`src/rtl/memMapPkg.sv`:
```
package memMapPkg;

  localparam int ADDR_W = 32;
  localparam int DATA_W = 32;
  localparam int IDX_W  = 6;   // word index inside the 256-byte register window
  localparam int LOG_W  = 6;   // width of region size exponents

  // Word indices of the implemented registers
  localparam logic [IDX_W-1:0] CTRL_IDX = 6'd0;   // offset 0x00
  localparam logic [IDX_W-1:0] CFG_IDX  = 6'd4;   // offset 0x10
  localparam logic [IDX_W-1:0] WAIT_IDX = 6'd6;   // offset 0x18
  localparam int               ACC_IDX  = 8;      // offset 0x20, windows follow word by word

  // Strobes handed from control to datapath
  typedef struct packed {
    logic             wrEn;
    logic             rdEn;
    logic [IDX_W-1:0] idx;
  } regStrobe_t;

endpackage

```
`src/rtl/memMapCtrl.sv`:
```
module memMapCtrl
  import memMapPkg::*;
(
  input  logic             busValid,
  input  logic             busWrite,
  input  logic [IDX_W-1:0] regIdx,
  input  logic             romHit,
  input  logic             ramHit,
  input  logic             regHit,
  input  logic             protOn,
  input  logic             winAllowed,
  output logic             selRom,
  output logic             selRam,
  output logic             selRegs,
  output logic             accessTrap,
  output regStrobe_t       strobe
);

  logic anyHit;
  logic protFault;

  always_comb begin
    anyHit    = romHit | ramHit | regHit;
    protFault = ramHit & busWrite & protOn & ~winAllowed;

    selRom     = busValid & romHit;
    selRam     = busValid & ramHit;
    selRegs    = busValid & regHit;
    accessTrap = busValid & (~anyHit | protFault);

    strobe.wrEn = busValid & regHit & busWrite;
    strobe.rdEn = busValid & regHit & ~busWrite;
    strobe.idx  = regIdx;
  end

endmodule

```
`src/rtl/memMapData.sv`:
```
module memMapData
  import memMapPkg::*;
#(
  parameter int                ROM_MIN_LOG2 = 12,
  parameter int                ROM_MAX_LOG2 = 19,
  parameter logic [ADDR_W-1:0] RAM_BASE     = 32'h0200_0000,
  parameter int                RAM_MIN_LOG2 = 18,
  parameter int                RAM_MAX_LOG2 = 22,
  parameter logic [ADDR_W-1:0] REG_BASE     = 32'h01F8_0000,
  parameter int                BLK_LOG2     = 6,
  parameter int                NUM_WIN      = 2
)(
  input  logic              clk,
  input  logic              rstN,
  input  logic [ADDR_W-1:0] busAddr,
  input  logic [DATA_W-1:0] busWdata,
  input  regStrobe_t        strobe,
  output logic              romHit,
  output logic              ramHit,
  output logic              regHit,
  output logic              protOn,
  output logic              winAllowed,
  output logic              rdValid,
  output logic [DATA_W-1:0] rdData
);

  localparam int REG_LOG2  = IDX_W + 2;
  localparam int WIN_W     = DATA_W / 2;
  localparam int SCR_DEPTH = 1 << IDX_W;

  logic [3:0]        ctrlReg;
  logic [DATA_W-1:0] cfgReg;
  logic [DATA_W-1:0] waitReg;
  logic [DATA_W-1:0] accReg  [NUM_WIN];
  logic [DATA_W-1:0] scratch [SCR_DEPTH];

  logic [2:0]        psiz;
  logic [2:0]        rsiz;
  logic [LOG_W-1:0]  romLogRaw, romLog;
  logic [LOG_W-1:0]  ramLogRaw, ramLog;
  logic [ADDR_W-1:0] ramOff;
  logic [WIN_W-1:0]  blkIdx;
  logic [NUM_WIN-1:0] inWin;
  logic [DATA_W-1:0] accRd;
  logic [DATA_W-1:0] readMux;

  // ---------------- region decode ----------------
  always_comb begin
    psiz      = cfgReg[2:0];
    rsiz      = cfgReg[6:4];
    romLogRaw = LOG_W'(ROM_MIN_LOG2) + LOG_W'(psiz);
    ramLogRaw = LOG_W'(RAM_MIN_LOG2) + LOG_W'(rsiz);
    romLog    = (romLogRaw > LOG_W'(ROM_MAX_LOG2)) ? LOG_W'(ROM_MAX_LOG2) : romLogRaw;
    ramLog    = (ramLogRaw > LOG_W'(RAM_MAX_LOG2)) ? LOG_W'(RAM_MAX_LOG2) : ramLogRaw;

    ramOff = busAddr - RAM_BASE;
    romHit = (busAddr >> romLog) == '0;
    ramHit = (ramOff >> ramLog) == '0;
    regHit = busAddr[ADDR_W-1:REG_LOG2] == REG_BASE[ADDR_W-1:REG_LOG2];

    blkIdx = ramOff[BLK_LOG2 +: WIN_W];
    protOn = ctrlReg[3];
  end

  // ---------------- protection windows ----------------
  for (genvar gw = 0; gw < NUM_WIN; gw++) begin : gWin
    assign inWin[gw] = (blkIdx >= accReg[gw][WIN_W-1:0]) &&
                       (blkIdx <= accReg[gw][DATA_W-1:WIN_W]);
  end
  assign winAllowed = |inWin;

  // ---------------- implemented registers ----------------
  always_ff @(posedge clk or negedge rstN) begin
    if (!rstN) begin
      ctrlReg <= '0;
      cfgReg  <= '0;
      waitReg <= '0;
      for (int w = 0; w < NUM_WIN; w++) accReg[w] <= '0;
    end else if (strobe.wrEn) begin
      if (strobe.idx == CTRL_IDX) ctrlReg <= {busWdata[3], 1'b0, busWdata[1:0]};
      if (strobe.idx == CFG_IDX)  cfgReg  <= busWdata;
      if (strobe.idx == WAIT_IDX) waitReg <= busWdata;
      for (int w = 0; w < NUM_WIN; w++)
        if (strobe.idx == IDX_W'(ACC_IDX + w)) accReg[w] <= busWdata;
    end
  end

  // ---------------- scratch storage ----------------
  always_ff @(posedge clk or negedge rstN) begin
    if (!rstN) begin
      for (int s = 0; s < SCR_DEPTH; s++) scratch[s] <= '0;
    end else if (strobe.wrEn) begin
      scratch[strobe.idx] <= busWdata;
    end
  end

  // ---------------- read path ----------------
  always_comb begin
    accRd = '0;
    for (int w = 0; w < NUM_WIN; w++)
      if (strobe.idx == IDX_W'(ACC_IDX + w)) accRd = accReg[w];
  end

  always_comb begin
    if (strobe.idx == CTRL_IDX)
      readMux = {{(DATA_W-4){1'b0}}, ctrlReg};
    else if (strobe.idx == CFG_IDX)
      readMux = cfgReg;
    else if (strobe.idx == WAIT_IDX)
      readMux = waitReg;
    else if (strobe.idx >= IDX_W'(ACC_IDX) && strobe.idx < IDX_W'(ACC_IDX + NUM_WIN))
      readMux = accRd;
    else
      readMux = scratch[strobe.idx];
  end

  always_ff @(posedge clk or negedge rstN) begin
    if (!rstN) begin
      rdValid <= 1'b0;
      rdData  <= '0;
    end else begin
      rdValid <= strobe.rdEn;
      if (strobe.rdEn) rdData <= readMux;
    end
  end

endmodule

```
`src/rtl/memMapDecoder.sv`:
```
module memMapDecoder
  import memMapPkg::*;
#(
  parameter int                ROM_MIN_LOG2 = 12,
  parameter int                ROM_MAX_LOG2 = 19,
  parameter logic [ADDR_W-1:0] RAM_BASE     = 32'h0200_0000,
  parameter int                RAM_MIN_LOG2 = 18,
  parameter int                RAM_MAX_LOG2 = 22,
  parameter logic [ADDR_W-1:0] REG_BASE     = 32'h01F8_0000,
  parameter int                BLK_LOG2     = 6,
  parameter int                NUM_WIN      = 2
)(
  input  logic              clk,
  input  logic              rstN,
  input  logic              busValid,
  input  logic              busWrite,
  input  logic [ADDR_W-1:0] busAddr,
  input  logic [DATA_W-1:0] busWdata,
  output logic              selRom,
  output logic              selRam,
  output logic              selRegs,
  output logic              accessTrap,
  output logic              rdValid,
  output logic [DATA_W-1:0] rdData
);

  regStrobe_t strobe;
  logic romHit, ramHit, regHit, protOn, winAllowed;

  memMapCtrl uCtrl (
    .busValid   (busValid),
    .busWrite   (busWrite),
    .regIdx     (busAddr[IDX_W+1:2]),
    .romHit     (romHit),
    .ramHit     (ramHit),
    .regHit     (regHit),
    .protOn     (protOn),
    .winAllowed (winAllowed),
    .selRom     (selRom),
    .selRam     (selRam),
    .selRegs    (selRegs),
    .accessTrap (accessTrap),
    .strobe     (strobe)
  );

  memMapData #(
    .ROM_MIN_LOG2 (ROM_MIN_LOG2),
    .ROM_MAX_LOG2 (ROM_MAX_LOG2),
    .RAM_BASE     (RAM_BASE),
    .RAM_MIN_LOG2 (RAM_MIN_LOG2),
    .RAM_MAX_LOG2 (RAM_MAX_LOG2),
    .REG_BASE     (REG_BASE),
    .BLK_LOG2     (BLK_LOG2),
    .NUM_WIN      (NUM_WIN)
  ) uData (
    .clk        (clk),
    .rstN       (rstN),
    .busAddr    (busAddr),
    .busWdata   (busWdata),
    .strobe     (strobe),
    .romHit     (romHit),
    .ramHit     (ramHit),
    .regHit     (regHit),
    .protOn     (protOn),
    .winAllowed (winAllowed),
    .rdValid    (rdValid),
    .rdData     (rdData)
  );

endmodule

```
`config.mk`:
```
export PLATFORM = sky130hd
export DESIGN_NAME = memMapDecoder
export DESIGN_NICKNAME = d
export VERILOG_FILES = /design/src/rtl/memMapPkg.sv /design/src/rtl/memMapCtrl.sv /design/src/rtl/memMapData.sv /design/src/rtl/memMapDecoder.sv
export SDC_FILE = /design/constraint.sdc
export NUM_CORES = 2
export LEC_CHECK = 0
export ABC_AREA = 0
export BUFFER_PORTS_ARGS = -buffer_cell sky130_fd_sc_hd__buf_2
export CAP_MARGIN = 20
export CORE_MARGIN = 8
export CORE_UTILIZATION = 59
export DETAILED_ROUTE_END_ITERATION = 16
export GPL_TIMING_DRIVEN = 1
export PLACE_DENSITY_LB_ADDON = 0.1
export SLEW_MARGIN = 25
export SYNTH_ARGS = -nofsm -noshare
export SYNTH_HDL_FRONTEND = slang
export SYNTH_SLANG_ARGS = --single-unit
```
`constraint.sdc`:
```
create_clock -name clk -period 3.7 [get_ports clk]
set_input_delay 0.74 -clock clk [delete_from_list [all_inputs] [get_ports clk]]
set_output_delay 0.74 -clock clk [all_outputs]
set_load 0.05 [all_outputs]
```
Yosys cells after proc, flatten, opt, wreduce, memory -nomap -nowiden:

Cells that the tools add are included.

* register bits after elaboration: 2212
* input port bits: 68
* output and inout port bits: 37
* word-level logic and storage cells: 134

* add/subtract/negate cells: 3
* magnitude comparators: 10
* equal/unequal tests: 5
* shift-type cells: 2
* mux-type cells: 14
* bitwise gates (word level): 16
* reductions and logical operators: 13

Operators by type and width (count)
* $bwmux W2048: 1
* $mux W32: 9
* $bmux W32 S6: 1
* $demux W32 S6: 1
* $logic_not A32 Y1: 2
* $shr A32 B6 Y32: 2
* $ge A16 B16 Y1: 2
* $le A16 B16 Y1: 2
* $sub A32 B26 Y32 const B: 1
* $eq A24 B17 Y1 const B: 1
* $eq A6 B3 Y1 const B: 2
* $eq A6 B4 Y1 const B: 2
* $gt A6 B5 Y1 const B: 2
* $mux W6: 2
* $reduce_and A2 Y1: 5
* $and A1 B1 Y1: 9
* $ge A7 B7 Y1 const B: 1
* $lt A7 B1 Y1 const B: 1
* $not A6 Y7: 1
* $add A5 B3 Y6 const A: 1
* $ge A6 B4 Y1 const B: 1
* $logic_not A6 Y1: 1
* $lt A6 B4 Y1 const B: 1
* $add A4 B3 Y5 const A: 1
* 4 further kinds: 11

Logic depth before layout (Yosys ltp):

* word-level depth: 10
* gate-level depth with buffers: 12
* gate-level depth less buffers: 9

Modules after synthesis:

From an unflattened synthesis, not the netlist that was laid out.

* cells, all modules: 7964
* area total of the unflattened synthesis: 101125.7 um2

Modules (own cells, without submodules)
* memMapData: times used 1, cells each 7950, area an instance 101025.6 um2, seq. area each 53801.6 um2
* memMapCtrl: times used 1, cells each 14, area an instance 100.1 um2, seq. area each 0.0 um2

Worst setup path before layout:

Ideal clock, no wire load.

* path type: in2out
* start: input busAddr[25]
* end: output selRam
* data arrival time: 3156 ps
* required time: 2960 ps
* slack: -196 ps
* stages: 9
* cells stage by stage: clkbuf_1 > inv_1 > ha_1 > nor3b_1 > a211oi_1 > a31o_2 > nand2_1 > o221a_2 > nor3_1

* cells in the longest elaborated chain, start to end: 4

Ends and longest elaborated chain
* start, declared: RTL line memMapDecoder.sv:17 `input logic [ADDR_W-1:0] busAddr,`
* $sub A32 B26 Y32: RTL line memMapData.sv:56 `ramOff = busAddr - RAM_BASE;`
* $shr A32 B6 Y32: RTL line memMapData.sv:58 `ramHit = (ramOff >> ramLog) == '0;`
* $logic_not A32 Y1: RTL line memMapData.sv:58
* $and A1 B1 Y1: RTL line memMapCtrl.sv:27 `selRam = busValid & ramHit;`
* end, declared: RTL line memMapDecoder.sv:20 `output logic selRam,`

Every way passes these cells.

Worst setup path in the final report:

* start: register uData.cfgReg[6]
* end: output accessTrap

* cells in the longest elaborated chain, start to end: 10
* elaborated cells between the ends (all ways): 13

Ends and longest elaborated chain
* start, declared: RTL line memMapData.sv:32 `logic [DATA_W-1:0] cfgReg;`
* start signal, assigned: RTL line memMapData.sv:81 `if (strobe.idx == CFG_IDX) cfgReg <= busWdata;`
* $add A5 B3 Y6 (*): RTL line memMapData.sv:52 `ramLogRaw = LOG_W'(RAM_MIN_LOG2) + LOG_W'(rsiz);`
* $gt A6 B5 Y1: RTL line memMapData.sv:54 `ramLog = (ramLogRaw > LOG_W'(RAM_MAX_LOG2)) ? LOG_W'(RAM_MAX_LOG2) : ramLogRaw;`
* $mux W6 (*): RTL line memMapData.sv:54
* $shr A32 B6 Y32 (*): RTL line memMapData.sv:58
* $logic_not A32 Y1 (*): RTL line memMapData.sv:58
* $and A1 B1 Y1 or $or A1 B1 Y1 (tied branches) (2 in a row): RTL line memMapCtrl.sv:24, memMapCtrl.sv:23
* $and A1 B1 Y1 or $not A1 Y1 (tied branches): RTL line memMapCtrl.sv:24, memMapCtrl.sv:29
* $or A1 B1 Y1 (*): RTL line memMapCtrl.sv:29 `accessTrap = busValid & (~anyHit | protFault);`
* $and A1 B1 Y1 (*): RTL line memMapCtrl.sv:29
* end, declared: RTL line memMapDecoder.sv:22 `output logic accessTrap,`

Every way passes the cells marked *; elsewhere a longest branch is shown, timed or not.

==> key figures <==
Floorplanning
  – Site Rows: ~150
  – # IOs: 105
  – Die area: roughly 180,000 um2
  – Die height: about 420 um
  – Starting Density: 0.595
  – DIE WIDTH: roughly 420 um
  – Core area: roughly 160,000 um2

Flow run
  – Max_cap viols: 0

Timing
  – Fmax: 0.246 GHz
  – Final Critical Period: between 4 and 5 ns
  – Rel. slew slack: 0.301
  – Final WS setup: -0.369 ns
  – Unrepaired setup endpoints after global routing: yes
  – Final Setup Violations: 2
  – Period utilization: 1.10
  – Slew Limit Fails: 0
  – Worst hold margin: ~0.36 ns
  – Final Skew: ~0.049 ns
  – Final hold viol count: 0
  – Worst slew pin tran: ~1.0 ns

Pwr
  – PD cells: 436 nW/um2
  – Leakage Power: 55.8 nW
  – Max VDD drop: just over 0.5 mV

Final layout
  – P&R area growth vs syn: 15.4%
  – Post-route cell area: between 100,000 and 150,000 um2
  – Most frequent cells in the layout: dfrtp_1 (2,210), mux2_2 (1,716), a22oi_1 (868)
  – Final Core Density: 0.687
  – Share of cells above drive strength 1: 0.363
  – Commonest non-fill, non-tap cell in the layout: dfrtp_1
  – Final non-filler cell total: roughly 10,000
  – # fillers: around 12,000
  – Nets: about 7,900

Yosys
  – Dominant cells by area after synthesis: dfrtp_1 (57%), mux2_2 (20%), a22oi_1 (6.7%)
  – FFs w/ async S/R, synth: 1.00
  – Number of synthesized register bits: between 2,000 and 2,500
  – Most common flop cell mapped by yosys: dfrtp_1
  – Synth warn: 0
  – Area fraction of the dominant cell type after synthesis: 0.571
  – Syn nets: about 7,700
  – EDFF count, synth: 0
  – Mapped Cells: roughly 7,600
  – Sequential element share of the synthesized area: 0.571
  – Synth Area per Inst: approximately 13 um2
  – Largest area contributor in the netlist: dfrtp_1
  – Synth unique cells: a little under 70
  – Mapped cell area: roughly 97,000 um2

Clock network
  – Clk slew on worst S/H paths: roughly 0.060 ns
  – H-tree lvl count: 4
  – Worst-Skew Late Latency: 0.87 ns
  – CTS Sinks: 2,212
  – CTS tree: built
  – Total CTS buffers: roughly 220
  – CTS root buf: clkbuf_16
  – Bufs on Longest Clock Path: 3

Worst setup path
  – Worst r2r path cells: 7
  – Critical Path Fanout Max: 5
  – Crit. path cell count: 10
  – CP endpoint kind: primary output
  – WP buf/inv: 2
  – Critical path type: register to primary output
  – CP startpoint: uData.cfgReg[6]$_DFFE_PN0P_
  – Critical path data required time: 2.96 ns
  – Slowest cell on the critical path: dfrtp_2
  – CP max stage delay: 0.47 ns
  – Worst r2r src: uData.scratch[1817]$_DFFE_PN0P_
  – Most common cell on crit path: buf_6
  – Crit path DAT: roughly 3.3 ns
  – Worst setup SP type: register
  – R2r setup slk: 0.94 ns
  – CP endpoint: accessTrap
  – CP delay by family, top: compound AO/OA/AOI/OAI gates
  – Ordered list of cells on the worst path: ha_4, or3b_4, buf_6, o21a_1, nor2_1, a41oi_1, o221a_4, nand4bb_1, a21oi_2, buf_6
  – Reg-to-Reg End: uData.rdData[25]$_DFFE_PN0P_

Routing
  – Drt first-iter violations: just over 8,000
  – Wire per inst: 31.3 um
  – Vias/cell: roughly 6.8
  – Drt drc: 0
  – Vias: 69,000
  – Detail Route Antenna Nets: 0
  – 1st-pass router iterations: 8
  – Total Wirelength: roughly 320,000 um

GRT
  – Largest net degree at the start of global routing: 133
  – GRT Overall Usage: 0.348
  – Grt ovf: 0
  – Vias in the first global route: roughly 69,000
  – First-pass GRT wire length: roughly 470,000 um
  – Initial antenna violation count: 21

Placed design
  – Setup WS pre-CTS: -0.325 ns
  – I/O Buffers: between 100 and 150
  – DP HPWL: 202,000 um
  – Placed insts: 9,694
  – GP Congestion: 0.885
  – Post-DP Area: between 100,000 and 150,000 um2

Min path
  – Hold Path Class: primary input to register

Run status
  – Failing checks: setup timing
  – Outcome: finished with violations
## worst register-to-register path: cells and delay by family, from the launching register on
family / cells / cell delay, ns
buffers and inverters: 1 / 0.21
AO/OA/AOI/OAI: 4 / 1.28
AND/OR/NAND/NOR: 2 / 0.74
flip-flops: 1 / 0.38
## synth_stat cells (3+ instances only)
cell       number
and2_1          5
o211ai_1        6
nor3b_2         3
nor4_1         32
nand2_4         8
a22oi_1       869
o21a_1          4
nand3b_1        4
or3_1           6
nor2_1         63
a22o_1        105
nand3_1        12
inv_1          74
nand2_2        24
a21oi_1       142
mux2_2       1716
clkbuf_1      359
nor3_1         16
dfrtp_1      2212
a2111oi_0       5
ha_1           69
buf_2         249
nand4_1        63
nor3b_1         5
a211oi_1        3
nand2_1       684
buf_1         122
mux2_1        172
nor2b_1         5
a41oi_1        99
buf_4           8
nor2_4          4
a31oi_1       105
a21o_1          7
o221ai_1        3
or4_1          10
o31ai_1        27
o21ai_0        86
a221oi_1      111
and3b_1         3
and3_1         30
## cell families (layout without fill, tap and decap cells)
logic type | Yosys count | count (layout) | share of synthesized area
adders and majority gates | 69 | 69 | 0.00890
DFF | 2212 | 2212 | 0.571
AOI/OAI and AO/OA | 1586 | 1586 | 0.120
and+or+nand+nor | 991 | 991 | 0.0460
buffers and inverters | 814 | 1181 | 0.0351
muxes | 1889 | 1889 | 0.219
other | 0 | 9 | 0
## sequential cells by signal (all words and copies together), names as in the netlist
name / cells
uData.accReg: 64
uData.scratch: 2048
uData.rdData: 32
uData.rdValid: 1
uData.cfgReg: 32
uData.waitReg: 32
uData.ctrlReg: 3
## metrics by stage
step	TNS (ns)	power (mW)
finish	-0.645	48.8
global route	-0.909	50.0
CTS	-0.743	48.9
detailed placement	-0.405	26.7
global placement	-1.80	26.6
floorplan	0	25.3
## cell type report
class	count	area (um2)	area share
timing repair buffer	703	7690	0.0687
clock buffer	341	6600	0.0590
antenna	9	22.5	0.000201
clock inverter	62	703	0.00628
tap	2175	2720	0.0243
inverter	75	282	0.00252
multi-input combinational	4535	38500	0.344
sequential	2212	55400	0.495
## worst min path at each step
stage,startpoint,to,slack (ns),cells after the start
after global placement,uData.scratch[1766]$_DFFE_PN0P_,uData.scratch[1766]$_DFFE_PN0P_,0.45,2
after global routing,busWdata[11],uData.scratch[2027]$_DFFE_PN0P_,0.32,3
final,busWdata[11],uData.scratch[2027]$_DFFE_PN0P_,0.36,3
after detailed placement,uData.scratch[2031]$_DFFE_PN0P_,uData.scratch[2031]$_DFFE_PN0P_,0.46,2
after floorplan,rstN,uData.accReg[0]$_DFFE_PN0P_,0.44,0
after CTS,busWdata[11],uData.scratch[2027]$_DFFE_PN0P_,0.31,3
## power breakdown
part | switching, mW | internal [mW] | leakage, nW | total, mW
Sequential | 0.000000331 | 24.2 | 30.6 | 24.2
Clock | 9.69 | 12.8 | 3.61 | 22.5
Combinational | 1.61 | 0.438 | 21.6 | 2.05
Total | 11.3 | 37.5 | 55.8 | 48.8
## metal layers
metal	vias to the layer above	global-route usage	routed length, um
met1	36400	0.500	133000
met3	711	0.0760	29400
met4	6	0.126	12400
li1	28400	-	-
met2	3480	0.525	142000
met5	-	0	48
## what timing repair did
item / CTS / global route
endpoints found under the hold margin: 56 / 0
endpoints found under the setup margin: 2 / 2
gates resized for setup: 13 / 9
setup buffers: 3 / 1
hold buffers: 1 / 0
pin swaps: 6 / 10
(Power assumes the default switching activity.)
